$ cat src/rtl/pci_park_pkg.sv
package pci_park_pkg;
  typedef enum logic [1:0] {
    DRV_OFF  = 2'd0,
    DRV_ZERO = 2'd1,
    DRV_PARK = 2'd2
  } drv_mode_e;
endpackage

$ cat src/rtl/park_decider.sv
module park_decider
  import pci_park_pkg::*;
(
  input  logic      clk_i,
  input  logic      rst_ni,
  input  logic      bus_rst_i,
  input  logic      gnt_i,
  input  logic      req_i,
  input  logic      frame_ni,
  input  logic      irdy_ni,
  output drv_mode_e mode_o
);
  drv_mode_e mode_q;
  logic      idle;

  assign idle = frame_ni & irdy_ni;

  always_ff @(posedge clk_i or negedge rst_ni) begin
    if (!rst_ni)                     mode_q <= DRV_OFF;
    else if (bus_rst_i)              mode_q <= DRV_ZERO;
    else if (gnt_i && !req_i && idle) mode_q <= DRV_PARK;
    else                             mode_q <= DRV_OFF;
  end

  assign mode_o = mode_q;

  a_r2_park_entry: assert property (@(posedge clk_i) disable iff (!rst_ni)
    (gnt_i && !req_i && frame_ni && irdy_ni && !bus_rst_i) |=> (mode_o == DRV_PARK));
  a_r3_grant_drop: assert property (@(posedge clk_i) disable iff (!rst_ni)
    (!gnt_i && !bus_rst_i) |=> (mode_o == DRV_OFF));
  a_r3_busy_bus: assert property (@(posedge clk_i) disable iff (!rst_ni)
    (!(frame_ni && irdy_ni) && !bus_rst_i) |=> (mode_o != DRV_PARK));
endmodule

$ cat src/rtl/bus_drv.sv
module bus_drv
  import pci_park_pkg::*;
#(
  parameter int unsigned           AD_W     = 32,
  parameter int unsigned           CBE_W    = 4,
  parameter logic [AD_W-1:0]       PARK_AD  = '0,
  parameter logic [CBE_W-1:0]      PARK_CBE = '0
) (
  input  drv_mode_e        mode_i,
  output logic             oe_o,
  output logic [AD_W-1:0]  ad_o,
  output logic [CBE_W-1:0] cbe_o
);
  logic park;
  assign park = (mode_i == DRV_PARK);
  assign oe_o = (mode_i != DRV_OFF);

  for (genvar i = 0; i < AD_W; i++) begin : g_ad
    assign ad_o[i] = park & PARK_AD[i];
  end
  for (genvar j = 0; j < CBE_W; j++) begin : g_cbe
    assign cbe_o[j] = park & PARK_CBE[j];
  end
endmodule

$ cat src/rtl/par_gen.sv
module par_gen #(
  parameter int unsigned AD_W  = 32,
  parameter int unsigned CBE_W = 4
) (
  input  logic             clk_i,
  input  logic             rst_ni,
  input  logic             bus_rst_i,
  input  logic             oe_i,
  input  logic [AD_W-1:0]  ad_i,
  input  logic [CBE_W-1:0] cbe_i,
  output logic             par_o,
  output logic             par_oe_o
);
  logic par_q, oe_q;

  always_ff @(posedge clk_i or negedge rst_ni) begin
    if (!rst_ni) begin
      par_q <= 1'b0;
      oe_q  <= 1'b0;
    end else begin
      par_q <= bus_rst_i ? 1'b0 : ^{ad_i, cbe_i};
      oe_q  <= oe_i;
    end
  end

  assign par_o    = par_q;
  assign par_oe_o = oe_q;
endmodule

$ cat src/rtl/req64_timer.sv
module req64_timer #(
  parameter int unsigned HOLD = 10
) (
  input  logic clk_i,
  input  logic rst_ni,
  input  logic bus_rst_i,
  output logic req64_o
);
  localparam int unsigned CW = $clog2(HOLD + 1);

  logic [CW-1:0] cnt_q;
  logic          rst_d_q, req_q, start, done;

  assign start = bus_rst_i & ~rst_d_q;
  assign done  = (cnt_q >= CW'(HOLD - 1));

  always_ff @(posedge clk_i or negedge rst_ni) begin
    if (!rst_ni) begin
      rst_d_q <= 1'b0;
      req_q   <= 1'b0;
      cnt_q   <= '0;
    end else begin
      rst_d_q <= bus_rst_i;
      if (start) begin
        req_q <= 1'b1;
        cnt_q <= '0;
      end else if (req_q) begin
        if (cnt_q != CW'(HOLD)) cnt_q <= cnt_q + 1'b1;
        if (!bus_rst_i && done) req_q <= 1'b0;
      end
    end
  end

  assign req64_o = req_q;

  a_r6_window_open: assert property (@(posedge clk_i) disable iff (!rst_ni)
    bus_rst_i |=> req64_o);
  a_r7_no_drop_in_rst: assert property (@(posedge clk_i) disable iff (!rst_ni)
    $fell(req64_o) |-> !$past(bus_rst_i));
  a_r8_restart_clears: assert property (@(posedge clk_i) disable iff (!rst_ni)
    (bus_rst_i && !rst_d_q) |=> (req64_o && cnt_q == '0));
endmodule

$ cat src/rtl/pci_park_ctrl.sv
module pci_park_ctrl
  import pci_park_pkg::*;
#(
  parameter int unsigned      AD_W       = 32,
  parameter int unsigned      CBE_W      = 4,
  parameter logic [AD_W-1:0]  PARK_AD    = '0,
  parameter logic [CBE_W-1:0] PARK_CBE   = '0,
  parameter int unsigned      REQ64_HOLD = 10
) (
  input  logic             clk_i,
  input  logic             rst_ni,
  input  logic             bus_rst_i,
  input  logic             gnt_i,
  input  logic             req_i,
  input  logic             frame_ni,
  input  logic             irdy_ni,
  output logic [AD_W-1:0]  ad_o,
  output logic [CBE_W-1:0] cbe_o,
  output logic             ad_cbe_oe_o,
  output logic             par_o,
  output logic             par_oe_o,
  output logic             req64_o
);
  drv_mode_e mode;

  park_decider u_decide (
    .clk_i, .rst_ni, .bus_rst_i, .gnt_i, .req_i, .frame_ni, .irdy_ni,
    .mode_o (mode)
  );

  bus_drv #(.AD_W(AD_W), .CBE_W(CBE_W), .PARK_AD(PARK_AD), .PARK_CBE(PARK_CBE)) u_drv (
    .mode_i (mode),
    .oe_o   (ad_cbe_oe_o),
    .ad_o   (ad_o),
    .cbe_o  (cbe_o)
  );

  par_gen #(.AD_W(AD_W), .CBE_W(CBE_W)) u_par (
    .clk_i, .rst_ni, .bus_rst_i,
    .oe_i     (ad_cbe_oe_o),
    .ad_i     (ad_o),
    .cbe_i    (cbe_o),
    .par_o    (par_o),
    .par_oe_o (par_oe_o)
  );

  req64_timer #(.HOLD(REQ64_HOLD)) u_req64 (
    .clk_i, .rst_ni, .bus_rst_i,
    .req64_o (req64_o)
  );

  a_r4_rst_zero: assert property (@(posedge clk_i) disable iff (!rst_ni)
    bus_rst_i |=> (ad_cbe_oe_o && ad_o == '0 && cbe_o == '0 && !par_o));
  a_r5_par_trails: assert property (@(posedge clk_i) disable iff (!rst_ni)
    !bus_rst_i |=> (par_oe_o == $past(ad_cbe_oe_o) && par_o == ^{$past(ad_o), $past(cbe_o)}));
  a_r1_idle_after_reset: assert property (@(posedge clk_i) disable iff (!rst_ni)
    $rose(rst_ni) |-> (!ad_cbe_oe_o && !req64_o));
endmodule

$ cat config.mk
export PLATFORM = sky130hd
export DESIGN_NAME = pci_park_ctrl
export DESIGN_NICKNAME = d
export VERILOG_FILES = /design/src/rtl/pci_park_pkg.sv /design/src/rtl/park_decider.sv /design/src/rtl/bus_drv.sv /design/src/rtl/par_gen.sv /design/src/rtl/req64_timer.sv /design/src/rtl/pci_park_ctrl.sv
export SDC_FILE = /design/constraint.sdc
export NUM_CORES = 1
export LEC_CHECK = 0
export BUFFER_PORTS_ARGS = -buffer_cell sky130_fd_sc_hd__buf_2
export CAP_MARGIN = 0
export CELL_PAD_IN_SITES_DETAIL_PLACEMENT = 1
export CELL_PAD_IN_SITES_GLOBAL_PLACEMENT = 2
export CORE_UTILIZATION = 27
export DETAILED_ROUTE_END_ITERATION = 8
export PLACE_DENSITY = 0.83
export SETUP_SLACK_MARGIN = 0.05
export SLEW_MARGIN = 10
export SYNTH_ARGS = -nofsm -noshare
export SYNTH_HDL_FRONTEND = slang
export SYNTH_HIERARCHICAL = 1
export SYNTH_SLANG_ARGS = --single-unit
$ cat constraint.sdc
create_clock -name clk_i -period 1.7 [get_ports clk_i]
set_input_delay 0.51 -clock clk_i [delete_from_list [all_inputs] [get_ports clk_i]]
set_output_delay 0.51 -clock clk_i [all_outputs]
set_load 0.1 [all_outputs]
==> flow_summary.json <==
{
  "status": "complete, no violations",
  "h_tree_lvl_count": 1,
  "grt_pass1_wl_um": 2930,
  "synth_ff_type": "dfrtp_1",
  "power.clock.fraction_pct": 14.8,
  "report.final.setup_viol": 0,
  "dp_hpwl_um": 1550,
  "slew_viol_final": 0,
  "synth_area_leader_cell": "buf_4",
  "grt_antenna_before_repair": 0,
  "ff2ff_setup_slack_ps": 250,
  "dr.first_iter.drc_count": 24,
  "worst_r2r_startpoint": "u_req64/cnt_q[0]",
  "min_period_ps": 1610,
  "detail_route.vias_per_cell": 3.69,
  "design.die.area_sq_um": 4160,
  "clock_latency_ps": 230,
  "row_count": 22,
  "power.share.switching_pct": 53.0,
  "cts_tree": "yes",
  "hold_violations": 0,
  "synthTopCellsByArea": "buf_4 26%, dfrtp_1 24%, xnor2_1 23%",
  "floorplan.initialDensity_pct": 28.4,
  "synthesis.yosys.warnings": 6,
  "hold_path_class": "in -> async",
  "r2r_endpoint": "u_req64/cnt_q[0]",
  "postRouteAntennaNets": 0,
  "rsz0062_at_grt": "no",
  "p_comb_share_pct": 62.0,
  "first_global_vias": 694,
  "port_bufs": 10,
  "drc_errors": 0,
  "final_net_count": 138,
  "static-leakage-power_nw": 0.513,
  "timing.final.crit_share_pct": 94.9,
  "chipWidth_um": 64.5,
  "number_of_placed_cells_counting_well_taps": 170,
  "netlist-cell-type-count": 22,
  "finalWeightedCongestion": 0.740,
  "wirelength_um": 1750,
  "cts_made_buffers": 3,
  "footprint_of_the_multi_input_gates_sq_um": 647,
  "critPathCaptureType": "output port",
  "post_drt_wl_per_cell_um": 10.0,
  "cts_hold_buf": 0,
  "crit_type": "reg -> out",
  "postSynthRegisterBits": 10,
  "max_clock_freq_ghz": 0.620,
  "globalRoute.totalOverflow": 0,
  "synth-seq-area-share_pct": 23.7,
  "synthesis.area_per_instance_sq_um": 9.33,
  "fill_cells": 461,
  "final_common_cell": "conb_1",
  "numClockSinks": 10,
  "fraction_of_registers_with_async_set_reset_pct": 100,
  "seq_area_sq_um": 251,
  "antenna-diode-count": 0,
  "mappedNetlistArea_sq_um": 1050,
  "synth_edf_count": 0,
  "top_level_ports": 47,
  "drt_pass1_iterations": 2,
  "worst_r2r_path_depth": 5,
  "fraction_of_final_layout_cells_sized_beyond_drive_strength_1_pct": 11.9,
  "critical_path_peak_fanout": 2,
  "final.setup.tns_ps": 0,
  "syn_inst": 113,
  "cts.root.buffer_cell": "clkbuf_8",
  "area.growth.synth_to_final_pct": 1.90,
  "clk_pin_slew_ps": 50,
  "fp.dieH_um": 64.5,
  "ctsLongestPathBuffers": 2,
  "peakVddDrop_v": 0.000275,
  "power.share.sequential_pct": 23.2,
  "power-per-cell-area_nw_per_um2": 1520,
  "max_cap_violations": 0,
  "net-switching-power_w": 0.000864,
  "finalNonFillerCells": 174,
  "yosysTopAreaCellShare_pct": 25.6,
  "worst_ep_arrival_time_ps": 1100,
  "track_usage_pct": 9.32,
  "crit_path_start_kind": "flop",
  "mostFrequentLayoutCells": "36 x conb_1, 28 x xnor2_1, 9 x buf_2, 9 x dfrtp_1, 5 x inv_1",
  "skew_ps": 4.11,
  "worst-endpoint-required_ps": 1190,
  "internal_power_w": 0.000768,
  "routed-via-count": 642,
  "fp.coreArea_sq_um": 3720,
  "grt_max_degree": 11
}
-- per-stage QoR --
stage	worst slack (ps)	utilization, %	area, sq um	total power [W]	hold slack, ps
final	86.4	28.9	1070	0.00163	134
after global routing	51.5	28.9	1070	0.00175	133
after CTS	55.4	28.9	1070	0.00162	135
after detailed placement	268	27.6	1030	0.00137	382
after global placement	300	27.6	1030	0.00135	381
after floorplan	190	-	1190	0.00134	214
-- power by group through the flow --
| stage | logic [W] | clock network, W | registers (W) |
|---|---|---|---|
| floorplan | 0.000844 | 0 | 0.000495 |
| global placement | 0.000974 | 0 | 0.000372 |
| detailed placement | 0.000988 | 0 | 0.000383 |
| CTS | 0.000991 | 0.000251 | 0.000379 |
| global route | 0.00109 | 0.000272 | 0.000390 |
| finish | 0.00101 | 0.000242 | 0.000378 |
-- worst max-delay path by stage --
| stage | from | cells after the start | slack [ps] | to |
|---|---|---|---|---|
| 2_1_floorplan | u_decide/mode_o[0] | 1 | 190 | ad_cbe_oe_o |
| 3_3_place_gp | u_req64/cnt_q[0] | 5 | 300 | u_req64/cnt_q[0] |
| 3_5_place_dp | u_req64/cnt_q[0] | 5 | 270 | u_req64/cnt_q[0] |
| 4_1_cts | u_decide/mode_o[1] | 2 | 60 | ad_cbe_oe_o |
| 5_1_grt | u_decide/mode_o[1] | 2 | 50 | ad_cbe_oe_o |
| 6_report | u_decide/mode_o[1] | 2 | 90 | ad_cbe_oe_o |
-- what timing repair did --
item | CTS | global route
setup endpoints to repair | 0 | 1
gates resized for setup | 0 | 1
buffers inserted | 0 | 0
-- final cells by class --
cell class | count | share of cell area (%)
Sequential cell | 10 | 23.4
Inverter | 5 | 1.75
Timing Repair Buffer | 10 | 4.89
Multi-Input combinational cell | 97 | 60.2
Clock buffer | 4 | 4.19
Tap cell | 48 | 5.59
-- flip-flops by register name (all words and copies together), names as in the netlist --
register / flops
u_req64/cnt_q: 4
u_req64/req64_o: 1
u_decide/mode_o: 2
u_req64/rst_d_q: 1
u_par/par_oe_o: 1
u_par/par_o: 1
-- critical path, stage by stage, from the launching register on --
cell and delay, ps:
dfrtp_1 360, or2_1 240, clkbuf_4 280
-- synth_stat cells (all sizes together) (2+ instances only) --
cell / n
a21oi: 3
xor2: 3
dfrtp: 10
xnor3: 2
inv: 5
ha: 4
buf: 36
nor2: 3
nand2: 3
xnor2: 28
o21ai: 4
nor2b: 2
-- per-layer routing --
| metal | global-route usage [%] | routed length, um |
|---|---|---|
| met5 | 0 | 0 |
| met4 | 3.33 | 9 |
| met3 | 2.99 | 100 |
| met2 | 18.6 | 1050 |
| met1 | 8.67 | 584 |
-- kinds of logic after synthesis --
kind of cell / share of synthesized area, %
AND/OR/NAND/NOR: 8.19
XOR/XNOR: 30.0
flip-flops: 23.7
AO/OA/AOI/OAI: 4.15
adder cells (fa/ha/maj): 4.75
other: 0.356
buffers and inverters: 27.4
multiplexers: 1.42
No activity file was read; power rests on OpenSTA's default activity.
